[src/rtl/sep_pkg.sv]
package sep_pkg;

   typedef enum logic [1:0] {
      OP_EXT   = 2'b00,
      OP_WRITE = 2'b01,
      OP_READ  = 2'b10,
      OP_ERASE = 2'b11
   } opcode_e;

   typedef enum logic [1:0] {
      EX_LOCK   = 2'b00,
      EX_FILL   = 2'b01,
      EX_WIPE   = 2'b10,
      EX_UNLOCK = 2'b11
   } ext_e;

   typedef enum logic [1:0] {
      PG_WORD,
      PG_CLEAR,
      PG_FILL,
      PG_WIPE
   } prog_e;

   typedef enum logic [2:0] {
      ST_IDLE,
      ST_OPC,
      ST_ADDR,
      ST_DATA,
      ST_SEND,
      ST_HOLD
   } frame_e;

endpackage

[src/rtl/sep_sync.sv]
module sep_sync #(
   parameter int STAGES = 2,
   parameter int WIDTH  = 3
) (
   input  logic             clk,
   input  logic             rst_n,
   input  logic [WIDTH-1:0] d,
   output logic [WIDTH-1:0] q
);

   if (STAGES < 2) begin : g_bad_stages
      $error("sep_sync: STAGES must be at least 2");
   end

   logic [WIDTH-1:0] stage_q [STAGES];

   always_ff @(posedge clk or negedge rst_n) begin
      if (!rst_n) begin
         for (int i = 0; i < STAGES; i++) stage_q[i] <= '0;
      end else begin
         stage_q[0] <= d;
         for (int i = 1; i < STAGES; i++) stage_q[i] <= stage_q[i-1];
      end
   end

   assign q = stage_q[STAGES-1];

endmodule

[src/rtl/sep_frame.sv]
module sep_frame
   import sep_pkg::*;
#(
   parameter int BYTE_AW = 7,
   parameter int BYTE_W  = 8
) (
   input  logic                 clk,
   input  logic                 rst_n,
   input  logic                 cs_s,
   input  logic                 sk_rise,
   input  logic                 di_s,
   input  logic                 org_word,
   input  logic                 supply_ok,
   input  logic                 busy,
   input  logic [2*BYTE_W-1:0]  rd_word,
   output logic [BYTE_AW-1:0]   rd_addr,
   output logic                 prog_go,
   output prog_e                prog_kind,
   output logic [BYTE_AW-1:0]   prog_addr,
   output logic [2*BYTE_W-1:0]  prog_data,
   output logic                 wen,
   output logic                 do_out,
   output logic                 do_oe
);

   localparam int WORD_W = 2 * BYTE_W;
   localparam int MAXB   = (WORD_W > BYTE_AW) ? WORD_W : BYTE_AW;
   localparam int CW     = $clog2(MAXB + 1);

   frame_e              st_q;
   logic [1:0]          op_q;
   logic [BYTE_AW-1:0]  addr_q;
   logic [WORD_W-1:0]   data_q;
   logic [WORD_W-1:0]   out_q;
   logic [CW-1:0]       cnt_q;
   logic                wen_q;
   logic                pend_q;
   logic                armed_q;
   logic                dout_q;

   logic [CW-1:0]       aw_last;
   logic [CW-1:0]       dw_last;
   logic [BYTE_AW-1:0]  addr_full;
   logic [WORD_W-1:0]   data_full;
   logic [1:0]          ext_bits;
   logic                addr_done;
   logic                data_done;

   assign aw_last   = org_word ? CW'(BYTE_AW - 2) : CW'(BYTE_AW - 1);
   assign dw_last   = org_word ? CW'(WORD_W - 1)  : CW'(BYTE_W - 1);
   assign addr_full = {addr_q[BYTE_AW-2:0], di_s};
   assign data_full = {data_q[WORD_W-2:0], di_s};
   assign ext_bits  = org_word ? addr_full[BYTE_AW-2 -: 2] : addr_full[BYTE_AW-1 -: 2];
   assign addr_done = sk_rise && cs_s && (st_q == ST_ADDR) && (cnt_q == aw_last);
   assign data_done = sk_rise && cs_s && (st_q == ST_DATA) && (cnt_q == dw_last);

   // program request: raised on the edge that carries the final bit
   always_comb begin
      prog_go   = 1'b0;
      prog_kind = PG_WORD;
      if (addr_done) begin
         if (op_q == OP_ERASE) begin
            prog_go   = wen_q;
            prog_kind = PG_CLEAR;
         end else if (op_q == OP_EXT && ext_bits == EX_WIPE) begin
            prog_go   = wen_q && supply_ok;
            prog_kind = PG_WIPE;
         end
      end else if (data_done) begin
         if (op_q == OP_EXT) begin
            prog_go   = wen_q && supply_ok;
            prog_kind = PG_FILL;
         end else begin
            prog_go   = wen_q;
            prog_kind = PG_WORD;
         end
      end
   end

   assign rd_addr   = addr_full;
   assign prog_addr = (st_q == ST_DATA) ? addr_q : addr_full;
   assign prog_data = org_word ? data_full : {{BYTE_W{1'b0}}, data_full[BYTE_W-1:0]};

   always_ff @(posedge clk or negedge rst_n) begin
      if (!rst_n) begin
         st_q    <= ST_IDLE;
         op_q    <= '0;
         addr_q  <= '0;
         data_q  <= '0;
         out_q   <= '0;
         cnt_q   <= '0;
         wen_q   <= 1'b0;
         pend_q  <= 1'b0;
         armed_q <= 1'b0;
         dout_q  <= 1'b0;
      end else begin
         if (!cs_s) begin
            st_q  <= ST_IDLE;
            cnt_q <= '0;
            if (pend_q) armed_q <= 1'b1;
         end else if (sk_rise) begin
            unique case (st_q)
               ST_IDLE: begin
                  if (di_s) begin
                     if (busy) begin
                        st_q <= ST_HOLD;
                     end else begin
                        st_q    <= ST_OPC;
                        cnt_q   <= '0;
                        op_q    <= '0;
                        addr_q  <= '0;
                        data_q  <= '0;
                        pend_q  <= 1'b0;
                        armed_q <= 1'b0;
                     end
                  end
               end
               ST_OPC: begin
                  op_q <= {op_q[0], di_s};
                  if (cnt_q == CW'(1)) begin
                     st_q  <= ST_ADDR;
                     cnt_q <= '0;
                  end else begin
                     cnt_q <= cnt_q + 1'b1;
                  end
               end
               ST_ADDR: begin
                  addr_q <= addr_full;
                  if (cnt_q == aw_last) begin
                     cnt_q <= '0;
                     unique case (op_q)
                        OP_READ: begin
                           st_q   <= ST_SEND;
                           out_q  <= rd_word;
                           dout_q <= 1'b0;
                        end
                        OP_WRITE: st_q <= ST_DATA;
                        OP_ERASE: st_q <= ST_HOLD;
                        default: begin
                           unique case (ext_bits)
                              EX_UNLOCK: begin wen_q <= 1'b1; st_q <= ST_HOLD; end
                              EX_LOCK:   begin wen_q <= 1'b0; st_q <= ST_HOLD; end
                              EX_FILL:   st_q <= ST_DATA;
                              default:   st_q <= ST_HOLD;
                           endcase
                        end
                     endcase
                  end else begin
                     cnt_q <= cnt_q + 1'b1;
                  end
               end
               ST_DATA: begin
                  data_q <= data_full;
                  if (cnt_q == dw_last) st_q <= ST_HOLD;
                  else                  cnt_q <= cnt_q + 1'b1;
               end
               ST_SEND: begin
                  if (cnt_q <= dw_last) begin
                     dout_q <= out_q[WORD_W-1];
                     out_q  <= {out_q[WORD_W-2:0], 1'b0};
                     cnt_q  <= cnt_q + 1'b1;
                  end else begin
                     st_q   <= ST_HOLD;
                     dout_q <= 1'b0;
                  end
               end
               default: ;
            endcase
         end
         if (prog_go) pend_q <= 1'b1;
      end
   end

   assign wen    = wen_q;
   assign do_oe  = cs_s && ((st_q == ST_SEND) || (pend_q && armed_q));
   assign do_out = (st_q == ST_SEND) ? dout_q : ~busy;

endmodule

[src/rtl/sep_store.sv]
module sep_store
   import sep_pkg::*;
#(
   parameter int BYTE_AW     = 7,
   parameter int BYTE_W      = 8,
   parameter int PROG_CYCLES = 1250000
) (
   input  logic                 clk,
   input  logic                 rst_n,
   input  logic                 org_word,
   input  logic [BYTE_AW-1:0]   rd_addr,
   output logic [2*BYTE_W-1:0]  rd_word,
   input  logic                 prog_go,
   input  prog_e                prog_kind,
   input  logic [BYTE_AW-1:0]   prog_addr,
   input  logic [2*BYTE_W-1:0]  prog_data,
   output logic                 busy
);

   localparam int DEPTH   = 1 << BYTE_AW;
   localparam int WORD_AW = BYTE_AW - 1;
   localparam int WORD_W  = 2 * BYTE_W;
   localparam int TW      = $clog2(PROG_CYCLES + 1);

   logic [DEPTH-1:0][BYTE_W-1:0] cells;
   logic bulk;
   logic blank;

   assign bulk  = (prog_kind == PG_FILL) || (prog_kind == PG_WIPE);
   assign blank = (prog_kind == PG_CLEAR) || (prog_kind == PG_WIPE);

   for (genvar g = 0; g < DEPTH; g++) begin : g_cell
      localparam logic [BYTE_AW-1:0] IDX = BYTE_AW'(g);
      logic              hit;
      logic [BYTE_W-1:0] nv;
      logic [BYTE_W-1:0] cell_q;

      always_comb begin
         if (bulk)          hit = 1'b1;
         else if (org_word) hit = (IDX[BYTE_AW-1:1] == prog_addr[WORD_AW-1:0]);
         else               hit = (IDX == prog_addr);
         if (blank)         nv = '1;
         else if (!org_word) nv = prog_data[BYTE_W-1:0];
         else if (IDX[0])   nv = prog_data[BYTE_W-1:0];
         else               nv = prog_data[WORD_W-1:BYTE_W];
      end

      always_ff @(posedge clk or negedge rst_n) begin
         if (!rst_n)             cell_q <= '1;
         else if (prog_go && hit) cell_q <= nv;
      end

      assign cells[g] = cell_q;
   end

   assign rd_word = org_word
      ? {cells[{rd_addr[WORD_AW-1:0], 1'b0}], cells[{rd_addr[WORD_AW-1:0], 1'b1}]}
      : {cells[rd_addr], {BYTE_W{1'b0}}};

   logic [TW-1:0] tmr_q;

   always_ff @(posedge clk or negedge rst_n) begin
      if (!rst_n)            tmr_q <= '0;
      else if (prog_go)      tmr_q <= TW'(PROG_CYCLES);
      else if (tmr_q != '0)  tmr_q <= tmr_q - 1'b1;
   end

   assign busy = (tmr_q != '0);

endmodule

[src/rtl/sep_eeprom.sv]
module sep_eeprom
   import sep_pkg::*;
#(
   parameter int BYTE_AW     = 7,
   parameter int BYTE_W      = 8,
   parameter int PROG_CYCLES = 1250000,
   parameter int SYNC_STAGES = 2
) (
   input  logic clk,
   input  logic rst_n,
   input  logic cs,
   input  logic sk,
   input  logic di,
   input  logic org_word,
   input  logic supply_ok,
   output logic do_out,
   output logic do_oe
);

   localparam int WORD_W = 2 * BYTE_W;

   if (BYTE_AW < 3) begin : g_bad_aw
      $error("sep_eeprom: BYTE_AW must be at least 3");
   end
   if (BYTE_W < 2) begin : g_bad_w
      $error("sep_eeprom: BYTE_W must be at least 2");
   end
   if (PROG_CYCLES < 1) begin : g_bad_prog
      $error("sep_eeprom: PROG_CYCLES must be at least 1");
   end

   logic [2:0] pins_s;
   logic       cs_s, sk_s, di_s, sk_d, sk_rise;

   sep_sync #(.STAGES(SYNC_STAGES), .WIDTH(3)) u_sync (
      .clk(clk), .rst_n(rst_n), .d({cs, sk, di}), .q(pins_s)
   );

   assign {cs_s, sk_s, di_s} = pins_s;

   always_ff @(posedge clk or negedge rst_n) begin
      if (!rst_n) sk_d <= 1'b0;
      else        sk_d <= sk_s;
   end

   assign sk_rise = sk_s && !sk_d;

   logic [WORD_W-1:0]  rd_word;
   logic [BYTE_AW-1:0] rd_addr;
   logic               prog_go;
   prog_e              prog_kind;
   logic [BYTE_AW-1:0] prog_addr;
   logic [WORD_W-1:0]  prog_data;
   logic               busy;
   logic               wen;

   sep_frame #(.BYTE_AW(BYTE_AW), .BYTE_W(BYTE_W)) u_frame (
      .clk(clk), .rst_n(rst_n), .cs_s(cs_s), .sk_rise(sk_rise), .di_s(di_s),
      .org_word(org_word), .supply_ok(supply_ok), .busy(busy),
      .rd_word(rd_word), .rd_addr(rd_addr),
      .prog_go(prog_go), .prog_kind(prog_kind), .prog_addr(prog_addr),
      .prog_data(prog_data), .wen(wen), .do_out(do_out), .do_oe(do_oe)
   );

   sep_store #(.BYTE_AW(BYTE_AW), .BYTE_W(BYTE_W), .PROG_CYCLES(PROG_CYCLES)) u_store (
      .clk(clk), .rst_n(rst_n), .org_word(org_word),
      .rd_addr(rd_addr), .rd_word(rd_word),
      .prog_go(prog_go), .prog_kind(prog_kind), .prog_addr(prog_addr),
      .prog_data(prog_data), .busy(busy)
   );

endmodule

[config.mk]
export PLATFORM = sky130hd
export DESIGN_NAME = sep_eeprom
export DESIGN_NICKNAME = d
export VERILOG_FILES = /design/src/rtl/sep_pkg.sv /design/src/rtl/sep_sync.sv /design/src/rtl/sep_frame.sv /design/src/rtl/sep_store.sv /design/src/rtl/sep_eeprom.sv
export SDC_FILE = /design/constraint.sdc
export NUM_CORES = 2
export LEC_CHECK = 0
export BUFFER_PORTS_ARGS = -buffer_cell sky130_fd_sc_hd__buf_2
export CORE_MARGIN = 1
export CORE_UTILIZATION = 41
export DETAILED_ROUTE_END_ITERATION = 10
export PLACE_DENSITY_LB_ADDON = 0.25
export RECOVER_POWER = 50
export SLEW_MARGIN = 10
export SYNTH_ARGS = -nofsm -noshare
export SYNTH_HDL_FRONTEND = slang
export SYNTH_SLANG_ARGS = --single-unit
[constraint.sdc]
create_clock -name clk -period 3.3 [get_ports clk]
set_clock_uncertainty 0.2 [all_clocks]
set_input_delay 0.165 -clock clk [delete_from_list [all_inputs] [get_ports clk]]
set_output_delay 0.165 -clock clk [all_outputs]
set_load 0.005 [all_outputs]
==> results.json <==
{
  "syn_area_per_cell_um2": 14.4,
  "port-buffer-count": 8,
  "grt_max_degree": 128,
  "rrSetupSlack_ns": -0.03,
  "p_comb_share_pct": 16.3,
  "rows": 143,
  "rsz0062_at_grt": "false",
  "synth-main-ff-cell": "dfstp_2",
  "vias": 43900,
  "synth_edf_count": 0,
  "hold_viol": 0,
  "syn_inst": 4385,
  "ys_seq_area_share_pct": 45.9,
  "grt_pass1_wl_um": 330000,
  "status": "finished, violations left",
  "post-route-period-util_pct": 101,
  "htree_levels": 4,
  "drt-wirelength-per-cell_um": 33.6,
  "setup_viol": 10,
  "startpoint_type": "register",
  "crit_type": "register to register",
  "seqPwrFrac_pct": 40.5,
  "fin_tns_setup_ns": -0.192,
  "tightest_slew_ns": 2.13,
  "design.die.area_mm2": 0.155,
  "maxSlewHeadroom_pct": -41.9,
  "ir_drop_uv": 466,
  "worst_ep_required_time_ns": 3.83,
  "drv_slew": 509,
  "grt_antenna_before_repair": 14,
  "start_util_pct": 41.4,
  "grt_pass1_vias": 43400,
  "drc": 0,
  "fillCellCount": 13000,
  "path_max_fanout": 19,
  "cell_internal_pwr_mw": 24.4,
  "synthArstFlopShare_pct": 100,
  "p_leak_nw": 28.2,
  "clock_tree.root_cell": "clkbuf_16",
  "yosysTopAreaCell": "dfstp_2",
  "syn-num-nets": 4400,
  "detail-route-antenna-nets": 0,
  "min_path_type": "register to register",
  "drtPass1Iterations": 5,
  "core_area_mm2": 0.152,
  "synthTopCellsByCount": "dfstp_2 (1024), mux2_2 (986), mux4_2 (501), clkbuf_1 (175)",
  "finalNonFillerCells": 6813,
  "drt_iter0_drc": 4454,
  "place_hpwl_um": 160000,
  "cts_sinks": 1104,
  "synth_cell_types": 92,
  "clkTransAtPathRegs_ns": 0.06,
  "yosys.cell_count.top_type": "dfstp_2",
  "vias_per_cell": 6.45,
  "power_density_mw_per_mm2": 457,
  "fmax_mhz": 300,
  "clockBufferDepth": 3,
  "insertion_delay_ns": 0.81,
  "min_period_ns": 3.33,
  "min_from": "u_sync.stage_q[4]",
  "place_congestion": 1.03,
  "timing.rr.end": "u_store.g_cell[127].cell_q[3]",
  "min_to": "u_sync.q[1]",
  "final_core_util_pct": 49.0,
  "grt_overflow": 0,
  "ys_ff_latch": 1104,
  "place_area_mm2": 0.0701,
  "arrival_ns": 3.86,
  "die_w_um": 394,
  "synthDominantCellAreaShare_pct": 42.7,
  "violations": "capacitance limit, slew limit, setup timing",
  "area_delta_synth_final_pct": 18.5,
  "timing.hold.worst_path_depth": 0,
  "swShare_pct": 28.6,
  "syn_area_mm2": 0.0630,
  "die_h_um": 394,
  "yosys_warnings": 0,
  "rr_worst_depth": 8,
  "pwr-share-clk_pct": 43.2,
  "yosys-top-cells-area": "dfstp_2 (43%), mux4_2 (18%), mux2_2 (18%)",
  "switchingPower_mw": 9.77,
  "io_pins": 9,
  "cts_buffers": 131,
  "fin_nets": 4688,
  "drive_gt1_share_pct": 72.5,
  "cts_tree": "done",
  "dp.cells": 6548,
  "drv_cap": 6,
  "drt-total-wl_um": 229000,
  "fin_area_mm2": 0.0747,
  "fin_ws_ns": -0.0308,
  "cp-end-kind": "register",
  "grt_util_all_layers_pct": 29.4,
  "reg2reg_from": "u_frame.addr_q[2]"
}
-- worst max path at each step --
stage	startpoint	endpoint	slack, ns	depth (start not counted)
CTS	u_frame.addr_q[1]	u_store.g_cell[127].cell_q[3]	0.02	8
detailed placement	u_sync.q[0]	u_frame.out_q[11]	-0.60	9
global placement	u_sync.q[0]	u_frame.out_q[11]	-0.64	9
global route	u_sync.q[0]	u_frame.out_q[5]	0.001	8
floorplan	u_frame.addr_q[3]	u_store.g_cell[57].cell_q[0]	0.01	15
finish	u_frame.addr_q[2]	u_store.g_cell[127].cell_q[3]	-0.03	8
-- power groups by stage --
stage / sequential, mW / combinational [mW] / clock, mW
3_5_place_dp: 14.0 / 5.34 / 0
5_1_grt: 13.8 / 5.77 / 15.5
2_1_floorplan: 14.0 / 3.17 / 0
4_1_cts: 13.8 / 5.38 / 15.0
3_3_place_gp: 14.0 / 5.32 / 0
6_report: 13.8 / 5.55 / 14.8
-- layout make-up --
cell class	count	area, um2	area share (%)
inverter	26	106	0.142
clock inverter	49	571	0.764
timing repair buffer	575	6560	8.78
antenna	5	12.5	0.0168
multi-input combinational	2835	32100	43.1
clock buffer	189	3810	5.10
tap	2030	2540	3.40
sequential	1104	28900	38.7
-- per-stage QoR --
step                      hold WS, ns  worst slack, ns  total power [mW]
after global placement        -0.0380           -0.637              19.3
after detailed placement      -0.0365           -0.605              19.4
after global routing            0.174          0.00114              35.1
after floorplan                -0.331           0.0148              17.1
final                           0.157          -0.0308              34.1
after CTS                       0.165           0.0157              34.2
-- flip-flops by register name, summed over array words and instances (netlist names) --
name                   flops
u_store.g_cell.cell_q   1024
u_store.tmr_q             21
u_frame.out_q             16
u_frame.data_q            15
u_frame.addr_q             7
u_frame.cnt_q              5
u_frame.st_q               3
u_sync.q                   3
u_sync.stage_q             3
u_frame.op_q               2
sk_d                       1
u_frame.armed_q            1
u_frame.dout_q             1
u_frame.pend_q             1
u_frame.wen                1
-- per-layer routing --
metal / vias to the layer above / wire, um / GRT usage (%)
li1: 17700 / - / -
met5: - / 27 / 0
met4: 4 / 9510 / 11.1
met1: 23700 / 96500 / 41.5
met2: 2110 / 103000 / 44.3
met3: 424 / 20200 / 6.22
-- cells in the final DEF (no fill, tap or decap), types with 36 or more instances in the layout --
master     count
nand2_1      109
clkbuf_16    134
nor3_1        96
o21ai_0       76
o21ai_2       62
clkbuf_1      37
mux2_1        54
nor2_1       126
dfstp_2     1024
buf_12       177
a22oi_1       36
mux2i_1      120
o22ai_1      142
mux4_2       501
dfrtp_1       75
buf_4        356
mux2_2       986
-- critical path, cell delays in order (launching register included) --
cell	delay, ns
dfrtp_4	0.63
inv_1	0.20
buf_4	0.24
a211o_1	0.48
buf_4	0.27
a211oi_1	0.39
o21a_1	0.29
buf_12	0.17
mux2_2	0.34
-- timing repair --
item / 4_1_cts / 5_1_grt
buffers inserted: 7 / 4
gates cloned: 0 / 1
gates resized for setup: 10 / 19
setup endpoints to repair: 8 / 65
hold buffers: 11 / 0
pin swaps: 1 / 1
hold endpoints to repair: 501 / 0
-- cells by family (layout without fill, tap and decap cells) --
kind of cell | Yosys count | count (layout) | synth area share, %
mux | 1672 | 1672 | 38.6
simple gates | 550 | 550 | 4.44
compound gates | 594 | 594 | 7.31
buf+inv | 446 | 839 | 3.42
fa+ha+maj | 8 | 8 | 0.159
flops | 1104 | 1104 | 45.9
other cells | 0 | 5 | 0
xor+xnor | 11 | 11 | 0.153
Power figures use the tool's default switching activity.
